`src/rtl/rb_pkg.sv`:
```
package rb_pkg;
  typedef enum logic [1:0] {
    RB_IDLE   = 2'd0,
    RB_ARMED  = 2'd1,
    RB_REPLAY = 2'd2,
    RB_DONE   = 2'd3
  } rb_state_e;
endpackage

```
`src/rtl/rb_store.sv`:
```
module rb_store #(
  parameter int DEPTH = 4,
  parameter int ENT_W = 160,
  localparam int IDX_W = (DEPTH > 1) ? $clog2(DEPTH) : 1,
  localparam int CNT_W = $clog2(DEPTH + 1)
) (
  input  logic             clk,
  input  logic             rst_n,
  input  logic             clr,
  input  logic             wr_en,
  input  logic [ENT_W-1:0] wr_data,
  input  logic             rd_adv,
  output logic [CNT_W-1:0] count,
  output logic [ENT_W-1:0] rd_data,
  output logic             rd_last,
  output logic             full
);
  logic [ENT_W-1:0] mem [DEPTH];
  logic [DEPTH-1:0] wr_sel;
  logic [IDX_W-1:0] rd_ptr;

  // one write strobe per slot, chosen by the fill level
  for (genvar i = 0; i < DEPTH; i++) begin : g_sel
    assign wr_sel[i] = wr_en && (count == CNT_W'(i));
  end

  always_ff @(posedge clk) begin
    for (int i = 0; i < DEPTH; i++) begin
      if (wr_sel[i]) mem[i] <= wr_data;
    end
  end

  always_ff @(posedge clk or negedge rst_n) begin
    if (!rst_n) begin
      count  <= '0;
      rd_ptr <= '0;
    end else if (clr) begin
      count  <= '0;
      rd_ptr <= '0;
    end else begin
      if (wr_en && !full) count  <= count + CNT_W'(1);
      if (rd_adv)         rd_ptr <= rd_ptr + IDX_W'(1);
    end
  end

  assign rd_data = mem[rd_ptr];
  assign full    = (count == CNT_W'(DEPTH));
  assign rd_last = ((CNT_W'(rd_ptr) + CNT_W'(1)) == count);
endmodule

```
`src/rtl/rb_ctrl.sv`:
```
module rb_ctrl
  import rb_pkg::*;
#(
  parameter int ID_W  = 4,
  parameter int CNT_W = 3
) (
  input  logic             clk,
  input  logic             rst_n,
  input  logic             arm_valid,
  input  logic [ID_W-1:0]  arm_id,
  input  logic             res_valid,
  input  logic             res_mispredict,
  input  logic [ID_W-1:0]  res_id,
  input  logic             cap_fire,
  input  logic [CNT_W-1:0] count,
  input  logic             full,
  input  logic             rd_last,
  input  logic             rp_ready,
  output logic             cap_ready,
  output logic             rp_valid,
  output logic             rp_done,
  output logic             st_clr,
  output logic             st_adv
);
  rb_state_e         state, nxt;
  logic [ID_W-1:0]   pend_id;
  logic              take_arm;
  logic              hit;

  assign take_arm = arm_valid && (state == RB_IDLE || state == RB_DONE);
  assign hit      = res_valid && (res_id == pend_id) && (state == RB_ARMED);

  always_comb begin
    nxt    = state;
    st_clr = 1'b0;
    st_adv = 1'b0;
    unique case (state)
      RB_IDLE, RB_DONE: begin
        if (arm_valid) begin
          nxt    = RB_ARMED;
          st_clr = 1'b1;
        end else begin
          nxt = RB_IDLE;
        end
      end
      RB_ARMED: begin
        if (hit) begin
          if (res_mispredict) begin
            // a capture landing this same cycle still counts
            nxt = ((count == '0) && !cap_fire) ? RB_DONE : RB_REPLAY;
          end else begin
            nxt    = RB_IDLE;
            st_clr = 1'b1;
          end
        end
      end
      RB_REPLAY: begin
        if (rp_ready) begin
          if (rd_last) nxt = RB_DONE;
          else         st_adv = 1'b1;
        end
      end
      default: nxt = RB_IDLE;
    endcase
  end

  always_ff @(posedge clk or negedge rst_n) begin
    if (!rst_n) begin
      state   <= RB_IDLE;
      pend_id <= '0;
    end else begin
      state <= nxt;
      if (take_arm) pend_id <= arm_id;
    end
  end

  assign cap_ready = (state == RB_ARMED) && !full;
  assign rp_valid  = (state == RB_REPLAY);
  assign rp_done   = (state == RB_DONE);
endmodule

```
`src/rtl/mispredict_resume_buf.sv`:
```
module mispredict_resume_buf #(
  parameter int DEPTH   = 4,
  parameter int LANES   = 4,
  parameter int INSTR_W = 32,
  parameter int PC_W    = 32,
  parameter int ID_W    = 4
) (
  input  logic                     clk,
  input  logic                     rst_n,
  input  logic                     arm_valid,
  input  logic [ID_W-1:0]          arm_id,
  input  logic                     cap_valid,
  output logic                     cap_ready,
  input  logic [LANES*INSTR_W-1:0] cap_group,
  input  logic [PC_W-1:0]          cap_pc,
  input  logic                     res_valid,
  input  logic                     res_mispredict,
  input  logic [ID_W-1:0]          res_id,
  output logic                     rp_valid,
  input  logic                     rp_ready,
  output logic [LANES*INSTR_W-1:0] rp_group,
  output logic [PC_W-1:0]          rp_pc,
  output logic                     rp_done
);
  localparam int GRP_W = LANES * INSTR_W;
  localparam int ENT_W = GRP_W + PC_W;
  localparam int CNT_W = $clog2(DEPTH + 1);

  logic             cap_fire;
  logic             st_clr, st_adv, st_full, st_last;
  logic [CNT_W-1:0] st_count;
  logic [ENT_W-1:0] st_rd;

  assign cap_fire = cap_valid && cap_ready;

  rb_store #(.DEPTH(DEPTH), .ENT_W(ENT_W)) u_store (
    .clk     (clk),
    .rst_n   (rst_n),
    .clr     (st_clr),
    .wr_en   (cap_fire),
    .wr_data ({cap_pc, cap_group}),
    .rd_adv  (st_adv),
    .count   (st_count),
    .rd_data (st_rd),
    .rd_last (st_last),
    .full    (st_full)
  );

  rb_ctrl #(.ID_W(ID_W), .CNT_W(CNT_W)) u_ctrl (
    .clk            (clk),
    .rst_n          (rst_n),
    .arm_valid      (arm_valid),
    .arm_id         (arm_id),
    .res_valid      (res_valid),
    .res_mispredict (res_mispredict),
    .res_id         (res_id),
    .cap_fire       (cap_fire),
    .count          (st_count),
    .full           (st_full),
    .rd_last        (st_last),
    .rp_ready       (rp_ready),
    .cap_ready      (cap_ready),
    .rp_valid       (rp_valid),
    .rp_done        (rp_done),
    .st_clr         (st_clr),
    .st_adv         (st_adv)
  );

  assign rp_group = st_rd[GRP_W-1:0];
  assign rp_pc    = st_rd[ENT_W-1:GRP_W];
endmodule

```
`config.mk`:
```
export PLATFORM = sky130hd
export DESIGN_NAME = mispredict_resume_buf
export DESIGN_NICKNAME = d
export VERILOG_FILES = /design/src/rtl/rb_pkg.sv /design/src/rtl/rb_store.sv /design/src/rtl/rb_ctrl.sv /design/src/rtl/mispredict_resume_buf.sv
export SDC_FILE = /design/constraint.sdc
export NUM_CORES = 1
export LEC_CHECK = 0
export BUFFER_PORTS_ARGS = -buffer_cell sky130_fd_sc_hd__buf_2
export CORE_MARGIN = 5
export CORE_UTILIZATION = 47
export CTS_BUF_LIST = sky130_fd_sc_hd__clkbuf_16
export DETAILED_ROUTE_END_ITERATION = 7
export GPL_ROUTABILITY_DRIVEN = 0
export PLACE_DENSITY = 0.67
export SLEW_MARGIN = 20
export SYNTH_ARGS = -nofsm -noshare
export SYNTH_HDL_FRONTEND = slang
export SYNTH_HIERARCHICAL = 1
export SYNTH_SLANG_ARGS = --single-unit
```
`constraint.sdc`:
```
create_clock -name clk -period 11.5 [get_ports clk]
set_input_delay 2.3 -clock clk [delete_from_list [all_inputs] [get_ports clk]]
set_output_delay 2.3 -clock clk [all_outputs]
set_load 0.02 [all_outputs]
```
# Word-level counts from Yosys, hierarchy flattened
# Memory sizes are Yosys's and may differ from the RTL's.
# Cells that the tools add are included.
[op_classes]
add_sub_neg = 3
multipliers = 0
div = 0
n_lt_le_gt_ge = 0
n_eq_ne = 12
shifts = 0
mux = 35
n_bitwise = 0
n_reduce_logical = 23
[ops]
columns = ["cell", "count"]
rows = [
  ["2-to-1 mux 160 bit", 3],
  ["OR reduction 160 bit", 3],
  ["2-to-1 mux 1 bit", 19],
  ["2-to-1 mux 2 bit", 9],
  ["logical AND 1 bit", 11],
  ["equality test 3 x 2 -> 1 bit (second input constant)", 2],
  ["2-to-1 mux 3 bit", 2],
  ["inequality test 2 x 1 -> 1 bit (second input constant)", 3],
  ["case mux 2 bit (3 select lines)", 1],
  ["equality test 2 bit (second input constant)", 2],
  ["equality test 4 bit", 1],
  ["nonzero test 2 bit", 2],
  ["adder 2 x 1 -> 3 bit (second input constant)", 1],
  ["adder 3 x 1 -> 3 bit (second input constant)", 1],
  ["equality test 3 x 1 -> 1 bit (second input constant)", 1],
  ["equality test 3 bit", 1],
  ["equality test 3 bit (second input constant)", 1],
  ["zero test 3 bit", 1],
  ["AND reduction 3 bit", 1],
  ["adder 2 x 1 -> 2 bit (second input constant)", 1],
  ["equality test 2 x 1 -> 1 bit (second input constant)", 1],
  ["zero test 1 bit", 2],
  ["zero test 2 bit", 1],
  ["case mux 1 bit (2 select lines)", 1],
  ["other kinds (2)", 2],
]
[word_totals]
regBits = 11
latchBits = 0
ramBits = 640
mem_bits_ro = 0
wordCells = 78
memories = 1
[mem_list]
columns = ["memory", "words", "width", "read_ports", "rd_clocked_by_memory_dff", "write_ports", "line", "source"]
rows = [
  ["u_store.mem", 4, 160, 1, 0, 1, "rb_store.sv:18", "logic [ENT_W-1:0] mem [DEPTH];"],
]

# Logic depth before layout (Yosys ltp)
# Gate-level depths: netlist of run 1.
[logic_depth]
depth_word = 11
ltp_mapped = 8

# Modules after synthesis
# Netlist of run 1, hierarchy kept.
[modules_own_cells]
columns = ["mod", "instances", "cells_per_inst", "area_each_um2", "seq_area_each_um2"]
rows = [
  ["rb_store", 1, 872, 23416.2, 19343.6],
  ["rb_ctrl", 1, 41, 416.6, 150.1],
  ["mispredict_resume_buf", 1, 1, 6.3, 0.0],
]

# Worst setup path before layout of run 1
# OpenSTA, ideal clock, no wires.
[synth_timing]
path_type = "input -> register"
start = "input cap_valid"
end = "memory u_store.mem[0][0], enable pin"
setup_ps = 540
t_arrival_ps = 6272
setup_slack_ps = 4688
path_stages = 2
path_buffers = 0
cell_sequence = "and2_1 -> and3_1"
[synth_between]
elab_cells_between_ends = 22
classes_between = "mux (14); reduce/logical (8)"
[synth_lines]
columns = ["item", "line", "source"]
rows = [
  ["start: declaration", "mispredict_resume_buf.sv:12", "input logic cap_valid,"],
  ["logical AND 1 bit", "mispredict_resume_buf.sv:34", "assign cap_fire = cap_valid && cap_ready;"],
  ["logical AND 1 bit", "rb_store.sv:24", "assign wr_sel[i] = wr_en && (count == CNT_W'(i));"],
  ["named net u_store.wr_sel[0]", "rb_store.sv:19", "logic [DEPTH-1:0] wr_sel;"],
  ["2-to-1 mux 1 bit", "rb_store.sv:29", "if (wr_sel[i]) mem[i] <= wr_data;"],
  ["2-to-1 mux 1 bit (not written as such)", "rb_store.sv:29", ""],
  ["2-to-1 mux 1 bit (no line) (3 in series)", "n/a", ""],
  ["end: declaration", "rb_store.sv:18", ""],
]
# The timed path passes the listed nets, and every way through them passes these cells.

# Worst setup path in the final report of run 1
[layout_timing]
start = "register u_store.rd_ptr[1]"
end = "output rp_pc[20]"
[layout_between]
elab_chain_cells = 1
[layout_rtl]
columns = ["item", "line", "source"]
rows = [
  ["start: declaration", "rb_store.sv:20", "logic [IDX_W-1:0] rd_ptr;"],
  ["start signal: assignment", "rb_store.sv:42", "if (rd_adv) rd_ptr <= rd_ptr + IDX_W'(1);"],
  ["memory read (4 x 160 bit)", "n/a", ""],
  ["end: declaration", "mispredict_resume_buf.sv:22", "output logic [PC_W-1:0] rp_pc,"],
]
# Every way passes these cells.

==> impl_results.md, run 1 <==
* Clk buf depth at 3
* Synthesized Nets at 1098
* Post-synth top cells: 640 x edfxtp_1, 160 x mux4_2, 18 x buf_2, 11 x dfrtp_1, 10 x buf_6
* Clk root buf: clkbuf_16
* Sink Count at 651
* Area share of the largest cell type after synthesis at 0.8062
* Grt ovf at 0
* EDFF count, synth at 640
* Relative slew slack at 0.3515
* Max Clock Skew at 0.01041 ns
* Slew of the pin with the lowest slew margin at between 0.9 and 1 ns
* Finished Core Util at 0.5662
* Worst-Skew Late Latency at ~0.58 ns
* Most common cell in the netlist: edfxtp_1
* Max cap viols at 0
* Synthesized area per cell at 26.08 um^2
* Outcome: finished, final reports clean
* Final HPWL DP at 28580 um
* Initial Utilization at 0.4752
* Die area at about 55000 um^2
* Vias per cell at between 5 and 6
* Synthesis-to-finish area growth at 19.16%
* Worst EP required at between 9 and 10 ns
* Synth area leaders: edfxtp_1 81%, mux4_2 15%, dfrtp_1 1.2%
* Num CTS Buffers at between 60 and 70
* Critical Path Start Type: register
* Number of setup violations in the final report at 0
* P_leak at ~9.5 nW
* DP Worst Slack at between 6 and 7 ns
* WL final at around 47000 um
* Number of global-route vias before repair at ~12000
* Core ar. at between 50000 and 60000 um^2
* Yosys top cell by area: edfxtp_1
* Total GRT Usage at 0.1696
* Ys flop type: edfxtp_1
* Htree depth at 3
* Design Area, Final at 28410 um^2
* Die boundary height at between 200 and 250 um
* Nets at ~1500
* CP bufs+invs at 2
* Unique masters post-synth at 32
* DRC at 0
* Crit Path Max Fanout at 60
* Number of synthesized register bits at 651
* Placed Area at 26250 um^2
* Die Wd at 235.2 um
* Setup TNS at 0 ns
* Maximum clock rate at ~0.19 GHz
* Endpoint class of the critical path: output port
* CP max-delay cell: dfrtp_4
* Kind of critical path: reg2out
* Finished Layout Cells at 2020
* Placed insts at 1899
* Max stage delay on crit path at approximately 0.95 ns
* Post-route minimum period at between 5 and 6 ns
* Port bufs at 337
* Cell family with most CP delay: buffers and inverters
* Mapped cell area at 23840 um^2
* WL/cell at about 23 um
* Final worst-path cycle share at 0.4678
* Filler cells at 3689
* YS warnings at 6
* Resize count post-CTS at 0
* Async SR Flop Fraction at 0.01690
* # Post-CTS Setup Buffers at 0
* WP data arrival at a little over 3 ns
* Hold Path Class: reg2reg
* Largest net degree at the start of global routing at between 90 and 100
* First-pass GRT wire length at approximately 72000 um
* I/O Pins at 338
* Final Max Tran Viols at 0
* Final hold vios at 0
* RSZ-0062 raised after global routing: false
* Final ANT Viol Nets at 0
* Drt pass-1 iters at 5
* Power Density at roughly 230 nW/um^2
* Hold-fix buffers at CTS at 0
* Worst Slack Setup Final at just over 6 ns
* Initial antenna violation count at 11
* Gate Count Post-Synth at between 900 and 1000
* CTS tree: built
* DR iter-0 viols at 770
* Row count at 82
* Worst path cell trace: buf_4 -> mux4_2 -> buf_2
* Clock slew at reported path FFs at roughly 0.06 ns
* Vias at 10790
* Layout cell share with drive strength beyond 1 at 0.4568
* Peak VDD IR at 0.1858 mV
* Register area share after synthesis at 0.8177
[cell families after synthesis]
family                   count (synthesis)  synth area share
AND/OR/NAND/NOR                         25          0.005669
multiplexers                           167            0.1544
AO/OA/AOI/OAI                           10          0.003045
flip-flops                             651            0.8177
adder cells (fa/ha/maj)                  9          0.004724
buffers and inverters                   43           0.01118
XOR/XNOR                                 9          0.003306
[worst paths after layout]
path / startpoint / endpoint / slack [ns] / cells past startpoint
max: u_store/rd_ptr[1] / rp_pc[20] / 6.12 / 3
min: u_ctrl/pend_id[1] / u_ctrl/pend_id[1] / 0.53 / 1
max reg2reg: u_store/count[0] / u_store/mem[1][80] / 7.94 / 7
min reg2reg: u_ctrl/pend_id[1] / u_ctrl/pend_id[1] / 0.53 / 1
max in group asynchronous: rst_n / u_store/rd_ptr[1] / 9.65 / 1
min in group asynchronous: rst_n / u_ctrl/pend_id[3] / 1.59 / 1
[where the power goes]
part | internal, mW | switching, mW
Clock | 1.25 | 0.842
Sequential | 2.93 | 0.0841
Combinational | 0.557 | 0.872
Total | 4.73 | 1.80
[sequential cells by signal, indices dropped and copies added (netlist names)]
register and flops:
u_store/mem 640, u_ctrl/pend_id 4, u_store/count 3, u_ctrl/state 2, u_store/rd_ptr 2
[through the flow]
stage / power, mW / hold WS, ns
2_1_floorplan: 4.080 / 0.4999
3_3_place_gp: 4.511 / 0.5076
3_5_place_dp: 4.531 / 0.5202
4_1_cts: 6.634 / 0.5380
5_1_grt: 6.819 / 0.5544
6_report: 6.530 / 0.5346
[per-layer routing]
metal / track usage / part of all wire / up-vias / wire [um]
met2: 0.2674 / 0.49 / 347 / 23220
met3: 0.05834 / 0.081 / 83 / 3805
met5: 0 / 0.0020 / - / 96
met4: 0.04574 / 0.020 / 16 / 922
li1: - / - / 4719 / -
met1: 0.2304 / 0.41 / 5621 / 19150
[final cells by class]
cell class / count / area, um^2 / share of cell area
clock buffer: 71 / 1777 / 0.06255
timing repair buffer: 349 / 1789 / 0.06299
multi-input combinational: 220 / 4096 / 0.1442
clock inverter: 46 / 365.4 / 0.01286
tap: 672 / 840.8 / 0.02960
sequential: 651 / 19500 / 0.6865
inverter: 7 / 26.28 / 0.0009250
antenna: 4 / 10.01 / 0.0003524
[cell usage in the layout, fill, tap and decap left out, types with 3 or more instances in the layout]
master     instances
bufinv_16          6
clkinv_2          10
buf_4             11
clkinv_1          14
inv_1             18
buf_2            337
and3_4             3
mux2_2             4
diode_2            4
nand2_1            5
nor2_1             7
dfrtp_1            9
a21oi_1            4
ha_1               9
edfxtp_1         640
xnor2_1            4
clkbuf_16         71
xor2_1             5
mux4_2           160
Note: power is estimated with default switching activity, not from simulation.
==> run 2, diff against run 1 <==
- clock period: 11.5 -> 5 ns (I/O delays scaled with it)
==> impl_results.md, run 2 (same netlist as run 1, synthesis figures left out) <==
* Outcome: finished, final reports clean (unchanged)
* # Post-CTS Setup Buffers at 0 (unchanged)
* Max reg flops at 640 (unchanged)
* Most frequent cells in the layout: 640 x edfxtp_1, 337 x buf_2, 160 x mux4_2 (unchanged)
* I/O Pins at 338 (unchanged)
* Max cap viols at 0 (unchanged)
* Number of setup violations in the final report at 0 (unchanged)
* Clk buf depth at 3 (unchanged)
* Resize count post-CTS at 0 (unchanged)
* Post-route minimum period at 3.742 ns
* Largest net degree at the start of global routing at 68 (was 99)
* Endpoint class of the critical path: output port (unchanged)
* Clk root buf: clkbuf_16 (unchanged)
* Initial antenna violation count at 8 (was 11)
* Peak VDD IR at 0.3775 mV (was 0.1858 mV)
* DP Worst Slack at 1.755 ns (was 6.674 ns)
* DR iter-0 viols at 749 (was 770)
* Nets at 1483 (was 1481)
* Core ar. at 50170 um^2 (unchanged)
* Final HPWL DP at 28840 um (was 28580 um)
* Relative slew slack at 0.4190 (was 0.3515)
* DR WL met2 at 22720 um (was 23220 um)
* Commonest non-fill, non-tap cell in the layout: edfxtp_1 (unchanged)
* Final Max Tran Viols at 0 (unchanged)
* DRC at 0 (unchanged)
* Setup TNS at 0 ns (unchanged)
* Routed metal-1 wirelength at 19720 um (was 19150 um)
* WL final at 47080 um (was 47200 um)
* Initial Utilization at 0.4752 (unchanged)
* First-pass GRT wire length at 72150 um (was 71860 um)
* Overall Power at 14.83 mW (was 6.530 mW)
* Synthesis-to-finish area growth at 19.23% (was 19.16%)
* Finished Core Util at 0.5665 (was 0.5662)
* WP data arrival at 2.74 ns (was 3.08 ns)
* Port bufs at 337 (unchanged)
* Total GRT Usage at 0.1703 (was 0.1696)
* Crit Path Max Fanout at 27 (was 60)
* Maximum clock rate at 0.2672 GHz
* Clock slew at reported path FFs at 0.06 ns (about the same)
* Filler cells at 3717 (was 3689)
* Critical Path Start Type: register (unchanged)
* Die Wd at 235.2 um (unchanged)
* P_leak at 9.469 nW (was 9.468 nW)
* Die area at 55330 um^2 (unchanged)
* Final ANT Viol Nets at 0 (unchanged)
* Biggest regs: u_store/mem x640, u_ctrl/pend_id x4, u_store/count x3 (unchanged)
* Htree depth at 3 (unchanged)
* Die boundary height at 235.2 um (unchanged)
* Hold-fix buffers at CTS at 0 (unchanged)
* Power Density at 521.6 nW/um^2 (was 229.9 nW/um^2)
* Worst-Skew Late Latency at 0.57 ns (was 0.58 ns)
* Final worst-path cycle share at 0.7484
* Hold Path Class: in2async (was reg2reg)
* Max Clock Skew at 0.01436 ns (was 0.01041 ns)
* Worst R2R Path Depth at 7 (unchanged)
* CTS tree: built (unchanged)
* Sink Count at 651 (unchanged)
* Slew of the pin with the lowest slew margin at 0.8715 ns (was 0.9727 ns)
* Kind of critical path: reg2out (unchanged)
* Vias at 10890 (was 10790)
* Num CTS Buffers at 67 (was 68)
* Met3 Wirelength at 3867 um (was 3805 um)
* Row count at 82 (unchanged)
* RSZ-0062 raised after global routing: false (unchanged)
* Final hold vios at 0 (unchanged)
* Hold slack at 0.3032 ns (was 0.5346 ns)
* Largest reg by FF count: u_store/mem (unchanged)
* Vias per cell at 5.389 (was 5.340)
* Drt pass-1 iters at 4 (was 5)
* WL/cell at 23.31 um (was 23.37 um)
* Grt ovf at 0 (unchanged)
* Worst Slack Setup Final at 1.258 ns (was 6.120 ns)
* Worst EP required at 4.00 ns (was 9.20 ns)
* Layout cell share with drive strength beyond 1 at 0.4554 (was 0.4568)
* Number of global-route vias before repair at 11450 (was 11510)
* Highest metal layer with signal wires: met5 (unchanged)
## run 2: changes by cell type in the layout (fill, tap and decap cells not counted), moves of 2 or more
cell	before	now
buf_4	11	4
bufinv_16	6	3
clkinvlp_4	2	0
buf_12	1	11
inv_1	18	21
clkbuf_16	71	69
## run 2: area by class of cell
| cell class | count | area [um^2] | area share |
|---|---|---|---|
| flip-flops and latches | 651 | 19500 | 0.6861 |
| diodes | 4 | 10.01 | 0.0003522 |
| repair buffers | 352 | 1937 | 0.06814 |
| well taps | 672 | 840.8 | 0.02958 |
| clock buffers | 69 | 1727 | 0.06075 |
| multi-input cells | 220 | 4096 | 0.1441 |
| clock inverters | 45 | 285.3 | 0.01004 |
| inverters | 7 | 26.28 | 0.0009244 |
## run 2: layer usage
layer | vias up | global-route usage
met5 | - | 0
met4 | 14 | 0.04381
met3 | 65 | 0.05576
met1 | 5749 | 0.2378
met2 | 330 | 0.2648
li1 | 4728 | -
## run 2: path summary, 6_finish.rpt
path,slack [ns],start,endpoint
worst max-delay path,1.26,u_store/rd_ptr[0],rp_group[83]
worst min-delay path,0.30,rst_n,u_ctrl/state[1]
worst max register to register,1.77,u_store/count[0],u_store/mem[0][121]
worst min register to register,0.53,u_ctrl/pend_id[3],u_ctrl/pend_id[3]
max in group asynchronous,4.43,rst_n,u_store/rd_ptr[1]
min in group clk,0.53,u_ctrl/pend_id[3],u_ctrl/pend_id[3]
## run 2: where the power goes
group | leakage (nW) | switching, mW | total, mW | internal [mW]
logic | 2.48 | 2.02 | 3.35 | 1.33
clock network | 1.05 | 1.91 | 4.56 | 2.65
registers | 5.94 | 0.193 | 6.92 | 6.73
total | 9.47 | 4.13 | 14.8 | 10.7
## run 2: metrics by stage
stage | area, um^2 | std cells
final | 28420 | 2020
after global routing | 28410 | 2016
after CTS | 28410 | 2016
after detailed placement | 26400 | 1902
after global placement | 26400 | 1902
after floorplan | 23840 | 914
## run 2: critical path, cell delays in order, from the launching register on
cell and delay [ns]:
dfrtp_4 0.79, buf_4 0.56, mux4_2 0.59, buf_2 0.18
==> run 3, diff against run 2 <==
- PLACE_DENSITY: 0.67 -> 0.7
- clock period: 5 -> 3 ns (I/O delays scaled with it)
==> impl_results.md, run 3 (same netlist as run 1, synthesis figures left out) <==
* Outcome: finished, final reports clean (unchanged)
* Htree depth at 3 (unchanged)
* Placed Area at 26720 um^2 (was 26400 um^2)
* Peak VDD IR at 0.5956 mV (was 0.3775 mV)
* Number of global-route vias before repair at 11740 (was 11450)
* Grt ovf at 0 (unchanged)
* DRC at 0 (unchanged)
* Setup TNS at 0 ns (unchanged)
* Worst R2R Path Depth at 7 (unchanged)
* Vias at 11030 (was 10890)
* Critical Path Start Type: register (unchanged)
* Final hold vios at 0 (unchanged)
* Die area at 55330 um^2 (unchanged)
* Hold path start: cap_group[123]
* Endpoint class of the critical path: output port (unchanged)
* Number of setup violations in the final report at 0 (unchanged)
* Die Wd at 235.2 um (unchanged)
* Row count at 82 (unchanged)
* Int Pwr at 18.78 mW (was 10.70 mW)
* Clock power share at 0.327 (was 0.308)
* I/O Pins at 338 (unchanged)
* Overall Power at 25.93 mW (was 14.83 mW)
* Synthesis-to-finish area growth at 22.04% (was 19.23%)
* Relative slew slack at 0.6780 (was 0.4190)
* CP bufs+invs at 2 (unchanged)
* Worst path cell trace: buf_12 -> mux4_2 -> buf_2 (was buf_4 -> mux4_2 -> buf_2)
* Final worst-path cycle share at 0.9297
* Largest net degree at the start of global routing at 66 (was 68)
* Hold slack at 0.2188 ns (was 0.3032 ns)
* Num CTS Buffers at 68 (was 67)
* First-pass GRT wire length at 73450 um (was 72150 um)
* Core ar. at 50170 um^2 (unchanged)
* Hold Path Class: in2reg (was in2async)
* Final Max Tran Viols at 0 (unchanged)
* Total GRT Usage at 0.1734 (was 0.1703)
* Power Density at 891.3 nW/um^2 (was 521.6 nW/um^2)
* Sink Count at 651 (unchanged)
* Reg-to-reg startpoint: u_store/count[0] (unchanged)
* Reg2Reg Setup Slack at 0.42 ns (was 1.77 ns)
* Biggest regs: u_store/mem x640, u_ctrl/pend_id x4, u_store/count x3 (unchanged)
* Resize count post-CTS at 0 (unchanged)
* Max reg flops at 640 (unchanged)
* Crit Path Max Fanout at 60 (was 27)
* Clk root buf: clkbuf_16 (unchanged)
* Die boundary height at 235.2 um (unchanged)
* Finished Core Util at 0.5799 (was 0.5665)
* Worst-Skew Late Latency at 0.59 ns (was 0.57 ns)
* Filler cells at 3605 (was 3717)
* Finished Layout Cells at 2056 (was 2020)
* Final HPWL DP at 29720 um (was 28840 um)
* WP data arrival at 2.19 ns (was 2.74 ns)
* P_leak at 9.751 nW (was 9.469 nW)
* Commonest non-fill, non-tap cell in the layout: edfxtp_1 (unchanged)
* Sequential power share at 0.442 (was 0.467)
* Critical Path Start: u_store/rd_ptr[1] (was u_store/rd_ptr[0])
* DP Worst Slack at 0.5114 ns (was 1.755 ns)
* Largest reg by FF count: u_store/mem (unchanged)
* Vias per cell at 5.365 (was 5.389)
* Drt pass-1 iters at 5 (was 4)
* Worst Hold End: u_store/mem[0][123]
* CP max-delay cell: dfrtp_4 (unchanged)
* R2r endpoint: u_store/mem[1][88] (was u_store/mem[0][121])
* Final ANT Viol Nets at 0 (unchanged)
* Port bufs at 337 (unchanged)
* Clock slew at reported path FFs at 0.06 ns (about the same)
* Worst Hold Depth at 1
* Max stage delay on crit path at 0.61 ns (was 0.79 ns)
* CTS tree: built (unchanged)
* Design Area, Final at 29090 um^2 (was 28420 um^2)
* Maximum clock rate at 0.3585 GHz
* RSZ-0062 raised after global routing: false (unchanged)
* Max cap viols at 0 (unchanged)
* WL/cell at 23.53 um (was 23.31 um)
* Slew of the pin with the lowest slew margin at 0.4830 ns (was 0.8715 ns)
* Post-route minimum period at approximately 2.8 ns
* Layout cell share with drive strength beyond 1 at 0.4699 (was 0.4554)
* Kind of critical path: reg2out (unchanged)
* Comb pwr share at 0.231 (was 0.226)
* Worst Slack Setup Final at 0.2109 ns (was 1.258 ns)
* Initial Utilization at 0.4752 (unchanged)
* Cell family with most CP delay: flip-flops (unchanged)
* Placed insts at 1922 (was 1902)
* Switch Pwr at 7.147 mW (was 4.126 mW)
* Max Clock Skew at 0.01619 ns (was 0.01436 ns)
* WL final at 48390 um (was 47080 um)
* Switching part of the total at 0.2756 (was 0.2783)
* Nets at 1508 (was 1483)
* Clk buf depth at 3 (unchanged)
* Most frequent cells in the layout: 640 x edfxtp_1, 337 x buf_2, 160 x mux4_2 (unchanged)
* DR iter-0 viols at 700 (was 749)
* Initial antenna violation count at 11 (was 8)
* Worst EP required at 2.40 ns (was 4.00 ns)
==> run 3: area by class of cell <==
type	count	area, um^2	area share
antenna	7	17.52	0.0006021
clock buffer	70	1752	0.06021
clock inverter	53	523.0	0.01798
inverter	7	26.28	0.0009031
multi-input combinational	220	4105	0.1411
sequential	651	19500	0.6703
tap	672	840.8	0.02890
timing repair buffer	376	2327	0.07999
==> run 3: timing repair <==
item	in CTS	in global routing
buffers inserted	3	0
setup endpoints to repair	153	0
hold buffers	1	0
endpoints found under the hold margin	11	0
==> run 3: power by group through the flow <==
stage	Clock, mW	Combinational, mW	Sequential, mW
2_1_floorplan	0	3.90	11.6
3_3_place_gp	0	5.91	11.7
3_5_place_dp	0	5.95	11.7
4_1_cts	8.71	6.13	11.5
5_1_grt	9.11	6.38	11.5
6_report	8.49	5.98	11.5
==> run 3: worst max path at each step <==
stage / slack, ns / to / cells past startpoint
after floorplan: 0.05 / u_store/mem[1][0] / 6
after global placement: 0.51 / rp_group[119] / 3
after detailed placement: 0.51 / rp_group[119] / 3
after CTS: 0.14 / rp_group[119] / 4
after global routing: 0.13 / rp_group[112] / 3
final: 0.21 / rp_group[112] / 3
==> run 3: per-layer routing <==
metal | global-route usage | share of wire | vias to the layer above
met5 | 0 | 0.0014 | -
met1 | 0.2392 | 0.41 | 5753
met4 | 0.04891 | 0.016 | 10
met2 | 0.2751 | 0.49 | 417
met3 | 0.05084 | 0.080 | 68
li1 | - | - | 4783
